## config.mk

```make
export PLATFORM = sky130hd
export DESIGN_NAME = conTermPort
export DESIGN_NICKNAME = d
export VERILOG_FILES = /design/src/rtl/conTermPkg.sv /design/src/rtl/conTermFlagCell.sv /design/src/rtl/conTermCtrl.sv /design/src/rtl/conTermDp.sv /design/src/rtl/conTermPort.sv
export SDC_FILE = /design/constraint.sdc
export NUM_CORES = 1
export LEC_CHECK = 0
export BUFFER_PORTS_ARGS = -buffer_cell sky130_fd_sc_hd__buf_4
export CELL_PAD_IN_SITES_DETAIL_PLACEMENT = 0
export CELL_PAD_IN_SITES_GLOBAL_PLACEMENT = 1
export CORE_ASPECT_RATIO = 1.2
export CORE_MARGIN = 2
export CORE_UTILIZATION = 37
export CTS_CLUSTER_DIAMETER = 100
export DETAILED_ROUTE_END_ITERATION = 10
export GPL_ROUTABILITY_DRIVEN = 0
export GPL_TIMING_DRIVEN = 0
export PLACE_DENSITY = 0.88
export SYNTH_ARGS = -nofsm -noshare
export SYNTH_HDL_FRONTEND = slang
export SYNTH_HIERARCHICAL = 1
export SYNTH_SLANG_ARGS = --single-unit
```

## constraint.sdc

```tcl
create_clock -name clk -period 2 [get_ports clk]
set_input_delay 0.4 -clock clk [delete_from_list [all_inputs] [get_ports clk]]
set_output_delay 0.4 -clock clk [all_outputs]
set_load 0.05 [all_outputs]
```

## src/rtl/conTermPkg.sv

```systemverilog
package conTermPkg;
  localparam int DATA_W   = 16;
  localparam int CHAR_W   = 8;
  localparam int SEL_LSB  = 8;
  localparam int SEL_W    = 4;
  localparam int DONE_BIT = 7;
  localparam int IE_BIT   = 6;
  localparam int ERR_BIT  = 15;
  localparam int SIDES    = 2;
  localparam logic [SEL_W-1:0]  SEL_TERM  = '0;
  localparam logic [SEL_W-1:0]  SEL_MBX   = '1;
  localparam logic [CHAR_W-1:0] FN_SWDONE = CHAR_W'(1);
  localparam logic [CHAR_W-1:0] FN_REBOOT = CHAR_W'(2);

  typedef enum logic [1:0] {
    ADDR_RX_CSR  = 2'd0,
    ADDR_RX_DATA = 2'd1,
    ADDR_TX_CSR  = 2'd2,
    ADDR_TX_DATA = 2'd3
  } regAddr_e;

  typedef struct packed {
    logic rxCsrWr;
    logic rxBufRd;
    logic rxLoad;
    logic txCsrWr;
    logic txLoad;
    logic txFinish;
    logic ieVal;
  } ctStrobe_t;
endpackage

```

## src/rtl/conTermFlagCell.sv

```systemverilog
// One side's DONE / IE / interrupt-request triple.
module conTermFlagCell #(
  parameter bit DONE_INIT = 1'b0
) (
  input  logic clk,
  input  logic rstN,
  input  logic csrWr,
  input  logic ieVal,
  input  logic setEvt,
  input  logic clrEvt,
  output logic done,
  output logic ie,
  output logic irq
);
  logic ieEff;
  logic irqNext;

  assign ieEff = csrWr ? ieVal : ie;

  always_comb begin
    if (csrWr && !ieVal)                  irqNext = 1'b0;
    else if (setEvt && ieEff)             irqNext = 1'b1;
    else if (csrWr && ieVal && !ie && done) irqNext = 1'b1;
    else if (clrEvt)                      irqNext = 1'b0;
    else                                  irqNext = irq;
  end

  always_ff @(posedge clk) begin
    if (!rstN) begin
      done <= DONE_INIT;
      ie   <= 1'b0;
      irq  <= 1'b0;
    end else begin
      if (setEvt)      done <= 1'b1;
      else if (clrEvt) done <= 1'b0;
      if (csrWr) ie <= ieVal;
      irq <= irqNext;
    end
  end
endmodule

```

## src/rtl/conTermCtrl.sv

```systemverilog
// Register decode, transmit sequencing and mailbox decode.
module conTermCtrl
  import conTermPkg::*;
(
  input  logic              clk,
  input  logic              rstN,
  input  logic              regWrEn,
  input  logic              regRdEn,
  input  logic [1:0]        regAddr,
  input  logic [SEL_W-1:0]  wrSel,
  input  logic [CHAR_W-1:0] wrFunc,
  input  logic              wrIe,
  input  logic              rxStrobe,
  input  logic              txAck,
  output ctStrobe_t         strobe,
  output logic              txBusy,
  output logic              mbxSwDone,
  output logic              mbxReboot
);
  typedef enum logic [1:0] {TX_IDLE, TX_WAIT, TX_MBX} txState_e;

  txState_e txState;
  regAddr_e addrE;
  logic     txDataWr;
  logic     txLoad;
  logic     txFinish;
  logic     isMbx;

  assign addrE    = regAddr_e'(regAddr);
  assign txDataWr = regWrEn && (addrE == ADDR_TX_DATA);
  assign txLoad   = txDataWr && (txState == TX_IDLE);
  assign txFinish = ((txState == TX_WAIT) && txAck) || (txState == TX_MBX);
  assign isMbx    = (wrSel == SEL_MBX);

  always_comb begin
    strobe          = '0;
    strobe.rxCsrWr  = regWrEn && (addrE == ADDR_RX_CSR);
    strobe.txCsrWr  = regWrEn && (addrE == ADDR_TX_CSR);
    strobe.rxBufRd  = regRdEn && (addrE == ADDR_RX_DATA);
    strobe.rxLoad   = rxStrobe;
    strobe.txLoad   = txLoad;
    strobe.txFinish = txFinish;
    strobe.ieVal    = wrIe;
  end

  assign txBusy = (txState == TX_WAIT);

  always_ff @(posedge clk) begin
    if (!rstN) begin
      txState   <= TX_IDLE;
      mbxSwDone <= 1'b0;
      mbxReboot <= 1'b0;
    end else begin
      mbxSwDone <= txLoad && isMbx && (wrFunc == FN_SWDONE);
      mbxReboot <= txLoad && isMbx && (wrFunc == FN_REBOOT);
      unique case (txState)
        TX_IDLE: if (txLoad) txState <= (wrSel == SEL_TERM) ? TX_WAIT : TX_MBX;
        TX_WAIT: if (txAck)  txState <= TX_IDLE;
        TX_MBX:              txState <= TX_IDLE;
        default:             txState <= TX_IDLE;
      endcase
    end
  end
endmodule

```

## src/rtl/conTermDp.sv

```systemverilog
// Data words, flag cells and read multiplexer.
module conTermDp
  import conTermPkg::*;
(
  input  logic              clk,
  input  logic              rstN,
  input  ctStrobe_t         strobe,
  input  logic [1:0]        regAddr,
  input  logic [DATA_W-1:0] regWrData,
  input  logic [CHAR_W-1:0] rxChar,
  input  logic              rxBreak,
  output logic [DATA_W-1:0] regRdData,
  output logic [CHAR_W-1:0] txChar,
  output logic              rxDone,
  output logic              rxIe,
  output logic              txDone,
  output logic              txIe,
  output logic              rxIrq,
  output logic              txIrq
);
  logic [DATA_W-1:0] rxBuf;
  logic [DATA_W-1:0] txBuf;
  logic [SIDES-1:0]  csrWrV, setV, clrV, doneV, ieV, irqV;

  // side 0 = receive, side 1 = transmit
  assign csrWrV = {strobe.txCsrWr, strobe.rxCsrWr};
  assign setV   = {strobe.txFinish, strobe.rxLoad};
  assign clrV   = {strobe.txLoad, strobe.rxBufRd && doneV[0]};

  for (genvar s = 0; s < SIDES; s++) begin : gSide
    conTermFlagCell #(.DONE_INIT(s == 1)) uCell (
      .clk   (clk),
      .rstN  (rstN),
      .csrWr (csrWrV[s]),
      .ieVal (strobe.ieVal),
      .setEvt(setV[s]),
      .clrEvt(clrV[s]),
      .done  (doneV[s]),
      .ie    (ieV[s]),
      .irq   (irqV[s])
    );
  end

  assign rxDone = doneV[0];
  assign txDone = doneV[1];
  assign rxIe   = ieV[0];
  assign txIe   = ieV[1];
  assign rxIrq  = irqV[0];
  assign txIrq  = irqV[1];

  function automatic logic [DATA_W-1:0] csrWord(input logic d, input logic e);
    logic [DATA_W-1:0] w;
    w = '0;
    w[DONE_BIT] = d;
    w[IE_BIT]   = e;
    return w;
  endfunction

  always_ff @(posedge clk) begin
    if (!rstN) begin
      rxBuf <= '0;
      txBuf <= '0;
    end else begin
      if (strobe.rxLoad) begin
        if (rxBreak) begin
          rxBuf          <= '0;
          rxBuf[ERR_BIT] <= 1'b1;
        end else begin
          rxBuf <= DATA_W'(rxChar);
        end
      end else if (strobe.rxBufRd && rxDone) begin
        rxBuf <= DATA_W'(rxBuf[CHAR_W-1:0]);
      end
      if (strobe.txLoad) txBuf <= regWrData;
    end
  end

  always_comb begin
    unique case (regAddr_e'(regAddr))
      ADDR_RX_CSR:  regRdData = csrWord(rxDone, rxIe);
      ADDR_RX_DATA: regRdData = rxBuf;
      ADDR_TX_CSR:  regRdData = csrWord(txDone, txIe);
      ADDR_TX_DATA: regRdData = txBuf;
      default:      regRdData = '0;
    endcase
  end

  assign txChar = txBuf[CHAR_W-1:0];
endmodule

```

## src/rtl/conTermPort.sv

```systemverilog
module conTermPort
  import conTermPkg::*;
(
  input  logic              clk,
  input  logic              rstN,
  input  logic              regWrEn,
  input  logic              regRdEn,
  input  logic [1:0]        regAddr,
  input  logic [DATA_W-1:0] regWrData,
  output logic [DATA_W-1:0] regRdData,
  input  logic              rxStrobe,
  input  logic [CHAR_W-1:0] rxChar,
  input  logic              rxBreak,
  output logic              txValid,
  output logic [CHAR_W-1:0] txData,
  input  logic              txAck,
  output logic              rxIrq,
  output logic              txIrq,
  output logic              mbxSwDone,
  output logic              mbxReboot
);
  ctStrobe_t strobe;
  logic rxDone, rxIe, txDone, txIe;

  conTermCtrl uCtrl (
    .clk      (clk),
    .rstN     (rstN),
    .regWrEn  (regWrEn),
    .regRdEn  (regRdEn),
    .regAddr  (regAddr),
    .wrSel    (regWrData[SEL_LSB +: SEL_W]),
    .wrFunc   (regWrData[CHAR_W-1:0]),
    .wrIe     (regWrData[IE_BIT]),
    .rxStrobe (rxStrobe),
    .txAck    (txAck),
    .strobe   (strobe),
    .txBusy   (txValid),
    .mbxSwDone(mbxSwDone),
    .mbxReboot(mbxReboot)
  );

  conTermDp uDp (
    .clk      (clk),
    .rstN     (rstN),
    .strobe   (strobe),
    .regAddr  (regAddr),
    .regWrData(regWrData),
    .rxChar   (rxChar),
    .rxBreak  (rxBreak),
    .regRdData(regRdData),
    .txChar   (txData),
    .rxDone   (rxDone),
    .rxIe     (rxIe),
    .txDone   (txDone),
    .txIe     (txIe),
    .rxIrq    (rxIrq),
    .txIrq    (txIrq)
  );
endmodule

```

; Word level (Yosys, flattened, before mapping)
; Cells that the tools add are included.
[word_totals]
wordCells = 74
in_bits = 33
output_inout_bits = 29
register_bits = 42
[classes]
n_bitwise = 1
n_eq_ne = 10
n_mux = 17
n_reduce_logical = 34
[ops]
columns = op, count
row1 = 16-bit one-hot mux with 4 select lines, 1
row2 = 16-bit two-way mux, 3
row3 = 1-bit logical AND, 20
row4 = 1-bit two-way mux, 9
row5 = "8-bit by 1-bit == test with 1-bit output, second input constant", 1
row6 = "8-bit by 2-bit == test with 1-bit output, second input constant", 1
row7 = "2-bit == test, second input constant", 3
row8 = 2-bit two-way mux, 3
row9 = 3-bit nonzero test, 2
row10 = 2-bit OR reduction, 3
row11 = "2-bit by 1-bit == test with 1-bit output, second input constant", 2
row12 = "4-bit == test, second input constant", 1
row13 = 2-bit zero test, 2
row14 = 4-bit zero test, 1
row15 = "2-bit by 1-bit != test with 1-bit output, second input constant", 2
row16 = 2-bit one-hot mux with 2 select lines, 1
row17 = 1-bit zero test, 3
row18 = 2-bit AND reduction, 1
row19 = 2-bit nonzero test, 1
row20 = 1-bit logical OR, 1
row21 = 1-bit NOT, 1

; Longest topological paths before layout
; Gate-level depths: netlist (run 1).
[logic_depth]
depth_word = 7
mapped_depth = 7
mapped_depth_nobuf = 5

; Cells and area by module
; Netlist (run 1), hierarchy kept.
[by_module_without_submodules]
columns = mod, area_per_inst_um2, seq_area_each_um2, cells_each, n_inst
row1 = conTermDp, 1271.2, 500.5, 126, 1
row2 = conTermCtrl, 251.5, 80.1, 28, 1
row3 = conTermFlagCell (uDp.gSide[1].uCell), 145.1, 60.1, 14, 1
row4 = conTermFlagCell (uDp.gSide[0].uCell), 138.9, 60.1, 14, 1

; Least setup slack after synthesis (run 1)
; OpenSTA, ideal clock, no wires.
[synth_path]
path_type = input to output
start = in regAddr[1]
end = out regRdData[1]
n_path_buf = 2
path_slack_ns = 0.110
t_arrival_ns = 1.490
stages = 4
required_time_ns = 1.600
path_cell_list = buf_6 -> buf_4 -> mux2i_1 -> nor2b_1
[synth_between]
elab_chain_len = 2
elab_cells_between_ends = 5
classes_between = eq/ne (3) / mux (1) / reduce/logical (1)
[synth_lines]
columns = element, line_no
row1 = start: declaration, conTermPort.sv:8  ; input logic [1:0] regAddr,
row2 = "2-bit == test, or another cell as far along", conTermDp.sv:79  ; unique case (regAddr_e'(regAddr))
row3 = 16-bit one-hot mux with 4 select lines *, conTermDp.sv:79
row4 = end: declaration, conTermPort.sv:10  ; output logic [DATA_W-1:0] regRdData,
; Every way passes the cells marked *; elsewhere a longest branch is shown, timed or not.

; Worst setup path in the final report (run 1)
[layout_path]
start = reg uCtrl.txState[1]
end = reg uDp.txBuf[8]
[layout_between]
elab_chain_len = 2
[layout_lines]
columns = element, line_no
row1 = start: declaration, conTermCtrl.sv:22  ; txState_e txState;
row2 = start signal: assignment, conTermCtrl.sv:57  ; TX_IDLE: if (txLoad) txState <= (wrSel == SEL_TERM) ? TX_WAIT : TX_MBX;
row3 = 2-bit zero test, conTermCtrl.sv:31  ; assign txLoad = txDataWr && (txState == TX_IDLE);
row4 = 1-bit logical AND, conTermCtrl.sv:31
row5 = named net uCtrl.txLoad, conTermCtrl.sv:25  ; logic txLoad;
row6 = end signal: assignment, conTermDp.sv:74  ; if (strobe.txLoad) txBuf <= regWrData;
row7 = end: declaration, conTermDp.sv:22  ; logic [DATA_W-1:0] txBuf;
; The timed path passes the listed nets, and every way through them passes these cells.
; A chain may end at the register's enable or synchronous reset.

==> impl_metrics.py, run 1 <==
metrics = {
    "sta": {
        "max_freq_ghz": 0.5645,
        "worstMarginPinSlew_ps": 422.5,
        "finalHoldViolCount": 0,
        "finalCriticalPeriod_ps": 1772,
        "setup_violations": 0,
        "slew_violations": 0,
        "timing.setup.tns_ps": 0,
        "slew_headroom_pct": 71.57,
        "grt_setup_unrepaired": "false",
        "fin_ws_ps": 228.4,
        "whs_ps": 299.8,
        "finClkSkew_ps": 4.908,
        "fin_crit_sh_pct": 88.58,
    },
    "die": {
        "placementRows": 27,
        "die_w_microns": 67.79,
        "start_util_pct": 38.75,
        "coreArea_sq_um": 4662,
        "io_pins": 62,
        "die_area_sq_um": 5460,
        "die_h_microns": 80.55,
    },
    "min_path": {
        "hold_path_class": "in -> reg",
    },
    "critical_path": {
        "cpMostUsedCell": "buf_4",
        "crit_arrival_ps": 1940,
        "worst_ep_required_time_ps": 2170,
        "crit_fanout": 10,
        "crit_path_end_kind": "register",
        "max_stage_delay_ps": 340,
        "crit_chain": "nor4bb_1, and2_1, buf_4, buf_4, buf_6, mux2i_1, nor2b_1",
        "cp_slowest_cell": "dfxtp_1",
        "start_kind": "register",
        "setup.worst_path.class": "reg -> reg",
    },
    "clock_network": {
        "post_cts.repair.setup_buffers": 0,
        "clock_path_buffers": 2,
        "cts-resized-gates": 0,
        "clk_latency_ps": 280,
        "cts_made_buffers": 5,
        "path_clk_slew_ps": 70,
        "cts_tree": "yes",
        "cts-root-buf": "clkbuf_8",
        "cts.sinks": 35,
        "htree_num_levels": 2,
        "holdBufCountCts": 0,
    },
    "yosys": {
        "yosys_register_bits": 35,
        "synth_edf_count": 0,
        "synthArstFlopShare_pct": 0,
        "synth_top_cell_area_share_pct": 38.78,
        "synthCells": 182,
        "synth_area_leaders": "dfxtp_1 39%, mux2i_1 14%, nor2b_1 13%",
        "synth_fa_ha_area_share_pct": 0,
        "synthMuxAreaShare_pct": 16.90,
        "synth-simple-area-share_pct": 30.96,
        "syn-num-nets": 215,
        "syn_area_per_cell_sq_um": 9.927,
        "yosys_warnings": 6,
        "synth-xor-area-share_pct": 0,
        "ys_types": 35,
        "synth_top_family_by_area": "simple AND/OR/NAND/NOR gates",
        "ys.flop_type": "dfxtp_1",
        "syn_area_sq_um": 1807,
        "synth-seq-area-share_pct": 38.78,
        "yosys.area.top_type": "dfxtp_1",
        "synth_compound_gate_area_share_pct": 4.155,
    },
    "power_and_ir_drop": {
        "power.leakage_nw": 1.074,
        "peakVddDrop_uv": 296.7,
        "p_per_area_nw_per_um2": 627.0,
    },
    "layout": {
        "fillers": 478,
        "area.growth.synth_to_final_pct": 33.45,
        "layout.nets": 282,
        "drive_gt1_share_pct": 37.60,
        "diodes": 0,
        "multi_input_area_sq_um": 939.7,
        "seqCellArea_sq_um": 700.7,
    },
    "job": {
        "maxCapViolCount": 0,
    },
    "global_routing": {
        "grt_pass1_wl_mm": 6.665,
        "grt_antenna_before_repair": 0,
        "globalRouteOverflowTotal": 0,
        "grt_max_degree": 17,
        "grt_usage_pct": 16.66,
        "first_global_vias": 1410,
    },
    "place": {
        "dp_slack_ps": 5.298,
        "io_buffers": 60,
        "dp_hpwl_mm": 3.126,
    },
    "route": {
        "first_pass_iters": 4,
        "drt_iter0_drc": 53,
        "antenna_left": 0,
        "viasPerCell": 4.659,
        "dr_total_vias": 1435,
        "wl_per_cell_microns": 13.51,
        "wirelength_mm": 4.161,
        "remaining_drc_errors": 0,
    },
    "status": {
        "outcome": "finished clean",
    },
}
-- cells by family after synthesis --
family,Yosys count
flip-flops,35
buffers and inverters,24
AND/OR/NAND/NOR,82
multiplexers,28
AO/OA/AOI/OAI,13
-- power breakdown --
group          switching (mW)  total (mW)  leakage [nW]  internal [mW]
clock network           0.241       0.486        0.0422          0.244
registers              0.0160       0.738         0.285          0.722
logic                   0.148       0.288         0.747          0.140
-- per-layer routing --
metal	up-vias	routed length [microns]	track usage, %
met5	-	0	0
met4	0	72	6.600
met3	8	209	4.202
met2	35	2163	28.43
met1	649	1715	19.57
li1	743	-	-
-- state kept, by name, indices dropped and copies added, names as in the netlist --
name,count
uDp/gSide.uCell/done,2
uDp/gSide.uCell/irq,2
uCtrl/txState,2
uDp/rxBuf,9
uDp/gSide.uCell/ie,2
uCtrl/mbxReboot,1
uDp/txBuf,16
uCtrl/mbxSwDone,1
-- placed cells by master, fill, tap and decap left out, types with 2 or more instances in the layout --
cell      netlist  final
a21oi_1         8      8
and2_1          2      2
and2b_1         9      9
and3_1          7      7
buf_4          14     74
buf_6           3      3
clkbuf_1        3      5
clkbuf_8        0      5
dfxtp_1        35     35
inv_1           3      3
mux2i_1        26     26
mux4_2          2      2
nand2_1         3      3
nor2_1          2      2
nor2b_1        38     38
nor3_1          2      2
nor3_2          4      4
nor4_1          2      2
o21ai_0         2      2
-- cell usage after synthesis (2+ instances only) --
| master | instances |
|---|---|
| clkbuf_1 | 3 |
| o21ai_0 | 2 |
| nor2b_1 | 38 |
| mux4_2 | 2 |
| a21oi_1 | 8 |
| nor3_1 | 2 |
| dfxtp_1 | 35 |
| and2b_1 | 9 |
| nor4_1 | 2 |
| mux2i_1 | 26 |
| buf_4 | 14 |
| inv_1 | 3 |
| and2_1 | 2 |
| nand2_1 | 3 |
| and3_1 | 7 |
| buf_6 | 3 |
| nor3_2 | 4 |
| nor2_1 | 2 |
-- critical path: cells and delay by family, from the launching register on --
kind / cells / cell delay (ps)
buffers and inverters: 3 / 500
flip-flops: 1 / 340
multiplexers: 1 / 200
AND/OR/NAND/NOR: 3 / 600
-- worst paths after layout --
kind	startpoint	cells after the start	endpoint	slack, ps
worst max register to register	uCtrl/txState[1]$_SDFFE_PN0P_	7	uDp/txBuf[8]$_SDFFE_PN0P_	230
worst min register to register	uDp/txBuf[13]$_SDFFE_PN0P_	2	uDp/txBuf[13]$_SDFFE_PN0P_	510
worst max-delay path	uCtrl/txState[1]$_SDFFE_PN0P_	7	uDp/txBuf[8]$_SDFFE_PN0P_	230
worst min-delay path	regWrData[1]	2	uCtrl/mbxSwDone$_SDFF_PN0_	300
-- through the flow --
step           utilization, %  cell area [sq um]  power [mW]  std cells
6_report                51.72               2411       1.512        308
5_1_grt                 51.72               2411       1.589        308
2_1_floorplan               -               1807      0.9328        182
3_5_place_dp            49.97               2330       1.044        300
4_1_cts                 51.72               2411       1.541        308
3_3_place_gp            49.97               2330       1.041        300
-- layout make-up --
type	instances	share of cell area [%]
Clock buffer	7	3.166
Inverter	3	0.4670
Multi-Input combinational cell	123	38.97
Buffer	21	6.435
Sequential cell	35	29.06
Clock inverter	1	0.2076
Tap cell	58	3.010
Timing Repair Buffer	60	18.68
No activity file was read; power rests on OpenSTA's default activity.
==> inputs of run 2 (changes only) <==
- REMOVE_ABC_BUFFERS: not set -> 1
==> impl_metrics.py, run 2 (synthesis gave the netlist of run 1 again) <==
metrics = {
    "status": {
        "outcome": "finished clean",
    },
    "sta": {
        "slew_headroom_pct": 54.70,
        "whs_ps": 289.2,
        "setup_violations": 0,
        "grt_setup_unrepaired": "false",
        "fin_crit_sh_pct": 91.71,
        "worstMarginPinSlew_ps": 678.2,
        "max_freq_ghz": 0.5452,
        "finalCriticalPeriod_ps": 1834,
        "slew_violations": 0,
        "finClkSkew_ps": 4.030,
        "finalHoldViolCount": 0,
    },
    "power_and_ir_drop": {
        "p_per_area_nw_per_um2": 656.0,
        "peakVddDrop_uv": 383.5,
        "seqPwrFrac_pct": 49.6,
        "pwr-share-clk_pct": 32.5,
        "internal-power_mw": 1.088,
        "sw_frac_of_total_pct": 26.77,
        "power_switching_uw": 397.7,
        "power.leakage_nw": 0.9798,
        "combPwrFrac_pct": 17.8,
    },
    "global_routing": {
        "grt_max_degree": 35,
        "grt_usage_pct": 15.19,
        "first_global_vias": 1349,
        "grt_pass1_wl_mm": 6.272,
        "globalRouteOverflowTotal": 0,
        "grt_antenna_before_repair": 0,
    },
    "route": {
        "antenna_left": 0,
        "remaining_drc_errors": 0,
        "first_pass_iters": 4,
        "drt_iter0_drc": 55,
        "wirelength_mm": 3.876,
        "dr_total_vias": 1397,
        "viasPerCell": 4.851,
        "wl_per_cell_microns": 13.46,
    },
    "layout": {
        "fin_area_sq_um": 2265,
        "area.growth.synth_to_final_pct": 25.35,
        "final_common_cell": "buf_4",
        "stdcell_count": 288,
        "mostFrequentLayoutCells": "61 x buf_4, 38 x nor2b_1, 35 x dfxtp_1",
        "largest_reg_flops": 16,
        "layout.nets": 262,
        "drive_gt1_share_pct": 33.91,
        "largest_registers": "uDp/txBuf (16), uDp/rxBuf (9)",
        "largest-register": "uDp/txBuf",
        "fillers": 498,
        "diodes": 0,
    },
    "critical_path": {
        "ff2ff_setup_slack_ps": 260,
        "worst_ep_required_time_ps": 1600,
        "crit_fanout": 20,
        "reg2reg_from": "uCtrl/txState[1]$_SDFFE_PN0P_",
        "crit_chain": "buf_4, mux4_2, buf_4",
        "crit_path_end_kind": "output pin",
        "start_kind": "input pin",
        "setup.worst_path.class": "in -> out",
        "cp_slowest_cell": "mux4_2",
        "max_stage_delay_ps": 560,
        "r2r-end": "uDp/gSide[1].uCell/irq$_SDFFE_PP0P_",
        "worstRegToRegCells": 5,
        "cpMostUsedCell": "buf_4",
        "crit_arrival_ps": 1430,
    },
    "die": {
        "die_h_microns": 80.55,
        "io_pins": 62,
        "die_area_sq_um": 5460,
        "placementRows": 27,
        "die_w_microns": 67.79,
        "coreArea_sq_um": 4662,
        "start_util_pct": 38.75,
    },
    "clock_network": {
        "cts.sinks": 35,
        "holdBufCountCts": 0,
        "cts_tree": "yes",
        "clk_latency_ps": 280,
        "path_clk_slew_ps": 70,
        "cts-root-buf": "clkbuf_8",
        "htree_num_levels": 2,
        "cts_made_buffers": 5,
        "clock_path_buffers": 2,
    },
    "min_path": {
        "hold_end": "uCtrl/mbxSwDone$_SDFF_PN0_",
        "min-delay-start": "regWrData[1]",
        "hold_depth": 2,
        "hold_path_class": "in -> reg",
    },
    "place": {
        "io_buffers": 61,
        "place_area_sq_um": 2182,
        "placed_cells": 280,
        "dp_hpwl_mm": 2.714,
    },
    "job": {
        "maxCapViolCount": 0,
    },
}
run 2: cell count changes in the layout (fill, tap and decap cells not counted):
cell,change
buf_4,-13
buf_6,-3
clkbuf_1,-3
and2_1,-1
and2_2,+1
buf_2,-1
run 2: power groups by stage:
| stage | logic [mW] | clock network [mW] | registers [mW] |
|---|---|---|---|
| CTS | 0.269 | 0.502 | 0.738 |
| detailed placement | 0.269 | 0 | 0.753 |
| finish | 0.265 | 0.483 | 0.737 |
| global route | 0.285 | 0.526 | 0.741 |
| global placement | 0.267 | 0 | 0.753 |
| floorplan | 0.124 | 0 | 0.776 |
run 2: cell type report:
class                      count  area, sq um  share of cell area [%]
clock buffer                   7        76.32                   3.370
clock inverter                 1        5.005                  0.2210
inverter                       3        11.26                  0.4972
multi-input combinational    123        940.9                   41.55
sequential                    35        700.7                   30.94
tap                           58        72.57                   3.204
timing repair buffer          61        457.9                   20.22
run 2: worst max path at each step:
| stage | from | end | cells after the start |
|---|---|---|---|
| final | regAddr[1] | regRdData[6] | 3 |
| after global routing | regAddr[0] | uDp/txBuf[10]$_SDFFE_PN0P_ | 5 |
| after CTS | regAddr[1] | regRdData[6] | 3 |
| after detailed placement | regAddr[0] | uDp/txBuf[8]$_SDFFE_PN0P_ | 5 |
| after global placement | regAddr[0] | uDp/txBuf[12]$_SDFFE_PN0P_ | 5 |
| after floorplan | uDp/txBuf[0]$_SDFFE_PN0P_ | regRdData[0] | 2 |
run 2: timing repair:
item                                    in CTS  in global routing
resized for setup                            1                  0
setup buffers                                0                  0
hold endpoints to repair                     0                  0
endpoints found under the setup margin      19                  0
run 2: routing by layer:
layer | global-route usage (%) | wire (microns) | part of all wire (%) | vias up
li1 | - | - | - | 699
met1 | 19.12 | 1712 | 44 | 647
met2 | 24.31 | 1854 | 48 | 45
met3 | 4.482 | 257 | 6.6 | 6
met4 | 5.400 | 52 | 1.3 | 0
met5 | 0 | 0 | 0 | -
run 2: worst max-delay path, delay by kind of cell:
kind | cells | cell delay [ps]
buf+inv | 2 | 470
mux | 1 | 560
run 2: stage by stage:
step	TNS [ps]	util (%)	setup slack, ps	power (mW)
after global routing	0	48.58	137.0	1.553
after detailed placement	-7712	46.81	-424.8	1.022
after global placement	-7931	46.81	-432.9	1.019
after CTS	0	48.58	157.3	1.508
after floorplan	0	-	113.3	0.9000
final	0	48.58	165.7	1.486
